**config.mk**
```make
export PLATFORM = sky130hd
export DESIGN_NAME = scl_baud_gen
export DESIGN_NICKNAME = d
export VERILOG_FILES = /design/src/rtl/scl_baud_pkg.sv /design/src/rtl/scl_len_calc.sv /design/src/rtl/scl_phase_fsm.sv /design/src/rtl/scl_tick_out.sv /design/src/rtl/scl_baud_gen.sv
export SDC_FILE = /design/constraint.sdc
export NUM_CORES = 1
export LEC_CHECK = 0
export BUFFER_PORTS_ARGS = -buffer_cell sky130_fd_sc_hd__buf_2
export CAP_MARGIN = 25
export CORE_ASPECT_RATIO = 0.6
export CORE_MARGIN = 2
export CORE_UTILIZATION = 23
export DETAILED_ROUTE_END_ITERATION = 8
export PLACE_DENSITY_LB_ADDON = 0.08
export SETUP_SLACK_MARGIN = 0.5
export SYNTH_ARGS = -nofsm -noshare
export SYNTH_HDL_FRONTEND = slang
export SYNTH_HIERARCHICAL = 1
export SYNTH_SLANG_ARGS = --single-unit
```
**constraint.sdc**
```tcl
create_clock -name clk -period 7.35 [get_ports clk]
set_clock_uncertainty 0.05 [all_clocks]
set_input_delay 1.1025 -clock clk [delete_from_list [all_inputs] [get_ports clk]]
set_output_delay 1.1025 -clock clk [all_outputs]
set_load 0.02 [all_outputs]
```
**src/rtl/scl_baud_pkg.sv**
```systemverilog
// Shared types for the SCL baud generator.
// Assumes: speed mode field is 2 bits; only code 1 selects fast timing.
package scl_baud_pkg;
    typedef enum logic [1:0] {
        PH_IDLE  = 2'd0,
        PH_LOW   = 2'd1,
        PH_HIGH  = 2'd2,
        PH_SETUP = 2'd3
    } scl_phase_t;

    localparam logic [1:0] MODE_FAST = 2'd1;

    // Decode the speed field: anything but the fast code runs standard.
    function automatic logic mode_is_fast(input logic [1:0] mode);
        return (mode == MODE_FAST);
    endfunction
endpackage

```
**src/rtl/scl_len_calc.sv**
```systemverilog
// Phase length calculator.
// Turns a divisor and a speed mode into low and high phase lengths in
// system cycles. Purely combinational; assumes the caller samples the
// results only at a period start.
module scl_len_calc #(
    parameter int DIV_W     = 16,
    parameter int STD_LOW   = 1,
    parameter int FAST_LOW  = 2,
    parameter int HIGH_UNIT = 1,
    parameter int LEN_W     = DIV_W + 2
) (
    input  logic [DIV_W-1:0] divisor,
    input  logic [1:0]       mode,
    output logic [LEN_W-1:0] lo_len,
    output logic [LEN_W-1:0] hi_len,
    output logic             div_zero
);
    import scl_baud_pkg::*;

    logic [LEN_W-1:0] div_ext;

    // Widen the divisor so products cannot overflow.
    always_comb div_ext = LEN_W'(divisor);

    // Pick the low-phase multiplier from the mode.
    always_comb begin
        if (mode_is_fast(mode)) lo_len = div_ext * LEN_W'(FAST_LOW);
        else                    lo_len = div_ext * LEN_W'(STD_LOW);
    end

    // High phase is the same unit count in every supported mode.
    always_comb hi_len = div_ext * LEN_W'(HIGH_UNIT);

    // Flag a zero divisor, which parks the generator.
    always_comb div_zero = (divisor == '0);
endmodule

```
**src/rtl/scl_phase_fsm.sv**
```systemverilog
// SCL phase sequencer.
// Steps through idle, low, high and the post-stretch setup wait. It
// latches the lengths at each period start, freezes the high count while
// SCL reads low, and remembers that a stretch occurred. Assumes lo_len
// and hi_len are nonzero whenever div_zero is 0.
module scl_phase_fsm #(
    parameter int LEN_W   = 18,
    parameter int SETUP_W = 16,
    parameter int CNT_W   = (LEN_W > SETUP_W) ? LEN_W : SETUP_W
) (
    input  logic                     clk,
    input  logic                     rst_n,
    input  logic                     en,
    input  logic [LEN_W-1:0]         lo_len,
    input  logic [LEN_W-1:0]         hi_len,
    input  logic                     div_zero,
    input  logic [SETUP_W-1:0]       setup_cycles,
    input  logic                     scl_in,
    output scl_baud_pkg::scl_phase_t phase,
    output logic [CNT_W-1:0]         cnt,
    output logic                     stretched
);
    import scl_baud_pkg::*;

    logic [CNT_W-1:0] lo_q;
    logic [CNT_W-1:0] hi_q;
    logic [CNT_W-1:0] setup_q;
    logic [CNT_W-1:0] cnt_inc;
    logic             lo_done;
    logic             hi_done;
    logic             setup_done;
    logic             want_setup;

    // Next count value and phase-end detection.
    always_comb begin
        cnt_inc    = cnt + 1'b1;
        lo_done    = (cnt_inc == lo_q);
        hi_done    = (cnt_inc == hi_q);
        setup_done = (cnt_inc == setup_q);
        want_setup = stretched && (setup_cycles != '0);
    end

    // Phase, counter and latched-length registers.
    always_ff @(posedge clk) begin
        if (!rst_n || !en) begin
            phase     <= PH_IDLE;
            cnt       <= '0;
            stretched <= 1'b0;
            if (!rst_n) begin
                lo_q    <= '0;
                hi_q    <= '0;
                setup_q <= '0;
            end
        end else begin
            case (phase)
                PH_IDLE: begin
                    if (!div_zero) begin
                        phase     <= PH_LOW;
                        cnt       <= '0;
                        lo_q      <= CNT_W'(lo_len);
                        hi_q      <= CNT_W'(hi_len);
                        stretched <= 1'b0;
                    end
                end
                PH_LOW: begin
                    if (lo_done) begin
                        phase <= PH_HIGH;
                        cnt   <= '0;
                    end else begin
                        cnt <= cnt_inc;
                    end
                end
                PH_HIGH: begin
                    if (!scl_in) begin
                        stretched <= 1'b1;
                    end else if (hi_done) begin
                        cnt <= '0;
                        if (want_setup) begin
                            phase   <= PH_SETUP;
                            setup_q <= CNT_W'(setup_cycles);
                        end else if (div_zero) begin
                            phase <= PH_IDLE;
                        end else begin
                            phase     <= PH_LOW;
                            lo_q      <= CNT_W'(lo_len);
                            hi_q      <= CNT_W'(hi_len);
                            stretched <= 1'b0;
                        end
                    end else begin
                        cnt <= cnt_inc;
                    end
                end
                PH_SETUP: begin
                    if (setup_done) begin
                        cnt <= '0;
                        if (div_zero) begin
                            phase <= PH_IDLE;
                        end else begin
                            phase     <= PH_LOW;
                            lo_q      <= CNT_W'(lo_len);
                            hi_q      <= CNT_W'(hi_len);
                            stretched <= 1'b0;
                        end
                    end else begin
                        cnt <= cnt_inc;
                    end
                end
                default: phase <= PH_IDLE;
            endcase
        end
    end
endmodule

```
**src/rtl/scl_tick_out.sv**
```systemverilog
// Output decoder.
// Derives the SCL drive and the two timing pulses from the phase and
// count. Assumes the sequencer holds the count at 0 during a stretch
// that begins in the first high cycle.
module scl_tick_out #(
    parameter int CNT_W = 18
) (
    input  scl_baud_pkg::scl_phase_t phase,
    input  logic [CNT_W-1:0]         cnt,
    input  logic                     scl_in,
    output logic                     scl_drive_low,
    output logic                     chg_tick,
    output logic                     smp_tick
);
    import scl_baud_pkg::*;

    logic first_cycle;

    // First cycle of the current phase.
    always_comb first_cycle = (cnt == '0);

    // Hold SCL low during the low phase and the setup wait.
    always_comb scl_drive_low = (phase == PH_LOW) || (phase == PH_SETUP);

    // Data-change pulse opens each low phase.
    always_comb chg_tick = (phase == PH_LOW) && first_cycle;

    // Sample pulse on the first high cycle the line really reads high.
    always_comb smp_tick = (phase == PH_HIGH) && first_cycle && scl_in;
endmodule

```
**src/rtl/scl_baud_gen.sv**
```systemverilog
// I2C SCL baud-rate generator top.
// Extracts the divisor from the lower half of the baud word, computes
// the phase lengths and runs the phase sequencer. Assumes scl_in is
// already synchronised to clk.
module scl_baud_gen #(
    parameter int BAUD_W   = 32,
    parameter int DIV_W    = 16,
    parameter int SETUP_W  = 16,
    parameter int STD_LOW  = 1,
    parameter int FAST_LOW = 2
) (
    input  logic              clk,
    input  logic              rst_n,
    input  logic              en,
    input  logic [BAUD_W-1:0] baud_word,
    input  logic [1:0]        speed_mode,
    input  logic [SETUP_W-1:0] setup_cycles,
    input  logic              scl_in,
    output logic              scl_drive_low,
    output logic              chg_tick,
    output logic              smp_tick
);
    import scl_baud_pkg::*;

    localparam int LEN_W = DIV_W + $clog2(FAST_LOW + 1);
    localparam int CNT_W = (LEN_W > SETUP_W) ? LEN_W : SETUP_W;

    logic [DIV_W-1:0] divisor;
    logic [LEN_W-1:0] lo_len;
    logic [LEN_W-1:0] hi_len;
    logic             div_zero;
    scl_phase_t       phase;
    logic [CNT_W-1:0] cnt;
    logic             stretched;

    // Only the standard/fast counter field is used.
    always_comb divisor = baud_word[DIV_W-1:0];

    scl_len_calc #(
        .DIV_W(DIV_W), .STD_LOW(STD_LOW), .FAST_LOW(FAST_LOW),
        .HIGH_UNIT(1), .LEN_W(LEN_W)
    ) u_len (
        .divisor(divisor), .mode(speed_mode),
        .lo_len(lo_len), .hi_len(hi_len), .div_zero(div_zero)
    );

    scl_phase_fsm #(
        .LEN_W(LEN_W), .SETUP_W(SETUP_W), .CNT_W(CNT_W)
    ) u_fsm (
        .clk(clk), .rst_n(rst_n), .en(en),
        .lo_len(lo_len), .hi_len(hi_len), .div_zero(div_zero),
        .setup_cycles(setup_cycles), .scl_in(scl_in),
        .phase(phase), .cnt(cnt), .stretched(stretched)
    );

    scl_tick_out #(.CNT_W(CNT_W)) u_out (
        .phase(phase), .cnt(cnt), .scl_in(scl_in),
        .scl_drive_low(scl_drive_low), .chg_tick(chg_tick),
        .smp_tick(smp_tick)
    );
endmodule

```
==> metrics.txt <==
vias in the first global route=roughly 4300; Post-CTS Hold Buffers=0; Initial Util=between 20% and 30%; CTS tree=done; Final nets=between 600 and 700; RD Place Congestion=0.851; arrival time worst endpoint=5.23 ns; clk buf depth=2; unrepaired setup endpoints after global routing=false; Sink Count=73; detail-routed via count per cell=slightly below 5; Worst Setup End Kind=flip-flop; die width=between 200 and 250 µm; Root Buffer=clkbuf_16; Iter 0 DRT Violations=approximately 350; YS warnings=6; power per cell area=~180 nW/µm²; wirelength, routed=~18000 µm; P_leak=a little over 2 nW; relative slew slack=roughly 28%; status=finished clean; Hold Path Class=reg2reg; met3 Resource Use GR=under 10%; busiest grt layer=met1; met1 global-route usage=between 20% and 30%; largest net degree at the start of global routing=42; Diodes inserted=0; PnR Total Power=around 1.1 mW; Post-Syn Area=~5500 µm²; initial antenna violation count=0; critical path required time=7.28 ns; via count=4437; TritonRoute pass-1 iters=5; final setup fails=0; synthesized area per cell=9.51 µm²; Clock Latency Late Sink=approximately 0.35 ns; Clock Pin Slew Worst Setup and Hold Paths=around 0.060 ns; Area growth, synth to finish=10.3%; total core area=approximately 23000 µm²; Setup crit start kind=flip-flop; # fillers=around 2600; number of flops mapped to enable cells by yosys=52; Fmax=around 190 MHz; remaining antenna violation count=0; multi-input logic area=3160 µm²; global-route wire length before repair=roughly 27000 µm; layout cells sized above 1=between 15 and 20%; Primary FF master, synth=edfxtp_1; number of distinct library cells after synthesis=76; GR Util met2=20.3%; die area=around 25000 µm²; Max Cap Viol=0; number of synthesized register bits=73; DP Wirelength=roughly 13000 µm; Setup TNS=0 ns; Die Ht=between 100 and 150 µm; post-synthesis sequential area ratio=between 30 and 40%; final hold vios=0; Top Ports=57; post-CTS setup repair buffer count=0; post-route DRC violation count=0; Syn Inst Count=between 500 and 600; Max Slew Vio Count=0; IR Drop Worst-Case VDD=~0.11 mV; GRT Residual Overflow=0; Async S/R FF share, synth=0%; Seq. cell area=approximately 2000 µm²; crit path max fanout=36; Crit Path Class=reg2reg; TritonCTS Buffers=9; H-tree Lvls=3; final period utilization=between 70% and 80%; Routed WL per cell=20.1 µm; post_cts resized=0; gr usage total=between 10% and 20%; Row Count=43; Fin Hold WS=0.413 ns; min Tclk post-route=about 5.3 ns; utilization after layout=between 20% and 30%; Slew @ Worst Pin=about 1.1 ns; port bufs=40
-- stage by stage --
stage,instance area [µm²],setup WS [ns],cells
after floorplan,5530,1.57,583
after global placement,5800,2.12,878
after detailed placement,5800,2.11,878
after CTS,6090,2.11,894
after global routing,6090,1.85,894
final,6090,2.05,894
-- critical path, stage by stage (launching register included) --
cell and delay (ns):
dfxtp_1 0.62, ha_1 0.54, nand3_2 0.51, nor3_1 0.65, nor3b_1 0.17, a2111oi_0 0.45
nand4_1 0.49, o31ai_4 0.48, nand2_1 0.17, o31ai_4 0.27, buf_4 0.48
-- layer usage --
layer / wire length (µm) / vias to the layer above
met3: 1210 / 9
met2: 7040 / 116
met5: 0 / -
met4: 119 / 0
li1: - / 2124
met1: 9620 / 2188
-- synthesized netlist by cell type, drive strengths merged (2+ instances only) --
library cell   n  share of area, %
nor3           9              0.91
buf           44               5.4
a31oi          2              0.23
nor2b          6              0.82
and3          23               2.6
o21a           2              0.27
xnor2         44               7.1
o32ai         12               1.9
inv            7              0.48
o221ai         3              0.48
nand3b         3              0.41
o211ai         4              0.79
a32o           2              0.36
nor3b          4              0.54
a311oi         2              0.32
or3b           2              0.32
nand4b         2              0.32
and4           6              0.95
and2           4              0.48
o22ai          3              0.34
mux2i         36               6.5
a211o          2              0.32
o21ai         17               1.6
nor4b          2              0.32
nor2          52               3.5
nand2b         5              0.57
or4            2              0.27
a21oi         28               2.5
dfxtp         21               7.6
nand2         44               3.0
mux2          15               3.6
xor2          17               2.7
clkbuf        21               1.4
nand4         14               2.1
edfxtp        52                28
o311ai         2              0.63
a2111oi        5               1.0
nor4          20               2.9
nand3         15               1.6
a211oi         3              0.41
or3            8              0.91
o31ai          4              0.88
-- power breakdown --
group / total [mW] / switching, mW / leakage (nW) / internal [mW]
registers: 0.498 / 0.0269 / 0.712 / 0.471
clock network: 0.451 / 0.179 / 0.144 / 0.272
logic: 0.145 / 0.0836 / 1.18 / 0.0617
-- cell families (layout without fill, tap and decap cells) --
logic type / Yosys count / in the layout / synth area share [%]
compound gates: 97 / 97 / 13.2
xor+xnor: 62 / 62 / 10.2
buf+inv: 72 / 68 / 7.30
mux: 51 / 51 / 10.1
other cells: 1 / 3 / 0.0679
simple gates: 224 / 224 / 23.0
fa+ha+maj: 1 / 1 / 0.227
flops: 73 / 73 / 35.9
-- state kept, by name, summed over array words and instances, names as in the netlist --
| signal | flops |
|---|---|
| u_fsm/hi_q | 18 |
| u_fsm/lo_q | 18 |
| u_fsm/setup_q | 16 |
| u_fsm/stretched | 1 |
| u_fsm/phase | 2 |
| u_fsm/cnt | 18 |
-- area by class of cell --
| class | count | area share [%] |
|---|---|---|
| multi-input combinational | 438 | 51.9 |
| sequential | 73 | 32.5 |
| tap | 315 | 6.47 |
| clock buffer | 13 | 4.11 |
| timing repair buffer | 45 | 3.90 |
| clock inverter | 3 | 0.657 |
| inverter | 7 | 0.431 |
-- final timing paths --
check	from	to	slack (ns)	depth (start not counted)
setup reg to reg	u_fsm/cnt[0]$_SDFFE_PP0P_	u_fsm/hi_q[2]$_SDFFCE_PP0P_	2.05	10
setup / recovery	u_fsm/cnt[0]$_SDFFE_PP0P_	u_fsm/hi_q[2]$_SDFFCE_PP0P_	2.05	10
hold reg to reg	u_fsm/stretched$_SDFFE_PP0P_	u_fsm/stretched$_SDFFE_PP0P_	0.41	2
hold / removal	u_fsm/stretched$_SDFFE_PP0P_	u_fsm/stretched$_SDFFE_PP0P_	0.41	2
-- placed cells by master (no fill, tap or decap), types with 3 or more instances in the layout --
| master | count |
|---|---|
| mux2_2 | 7 |
| nor2_1 | 52 |
| buf_4 | 5 |
| nor4_1 | 17 |
| nand3b_1 | 3 |
| clkbuf_16 | 9 |
| o32ai_1 | 12 |
| mux2i_1 | 36 |
| nand3_2 | 3 |
| xnor2_1 | 43 |
| inv_1 | 7 |
| nand3_1 | 12 |
| o221ai_1 | 3 |
| nor3_1 | 8 |
| and3_1 | 23 |
| nand2_1 | 44 |
| mux2_4 | 8 |
| buf_2 | 40 |
| nor3b_1 | 4 |
| o211ai_1 | 3 |
| xor2_1 | 17 |
| and4_1 | 5 |
| dfxtp_1 | 21 |
| conb_1 | 3 |
| nand2b_1 | 5 |
| a2111oi_0 | 3 |
| o21ai_1 | 5 |
| or3_1 | 8 |
| clkbuf_1 | 3 |
| nor2b_1 | 5 |
| o21ai_0 | 11 |
| a21oi_1 | 28 |
| o22ai_1 | 3 |
| a211oi_1 | 3 |
| nand4_1 | 11 |
| edfxtp_1 | 52 |
(Power assumes the default switching activity.)
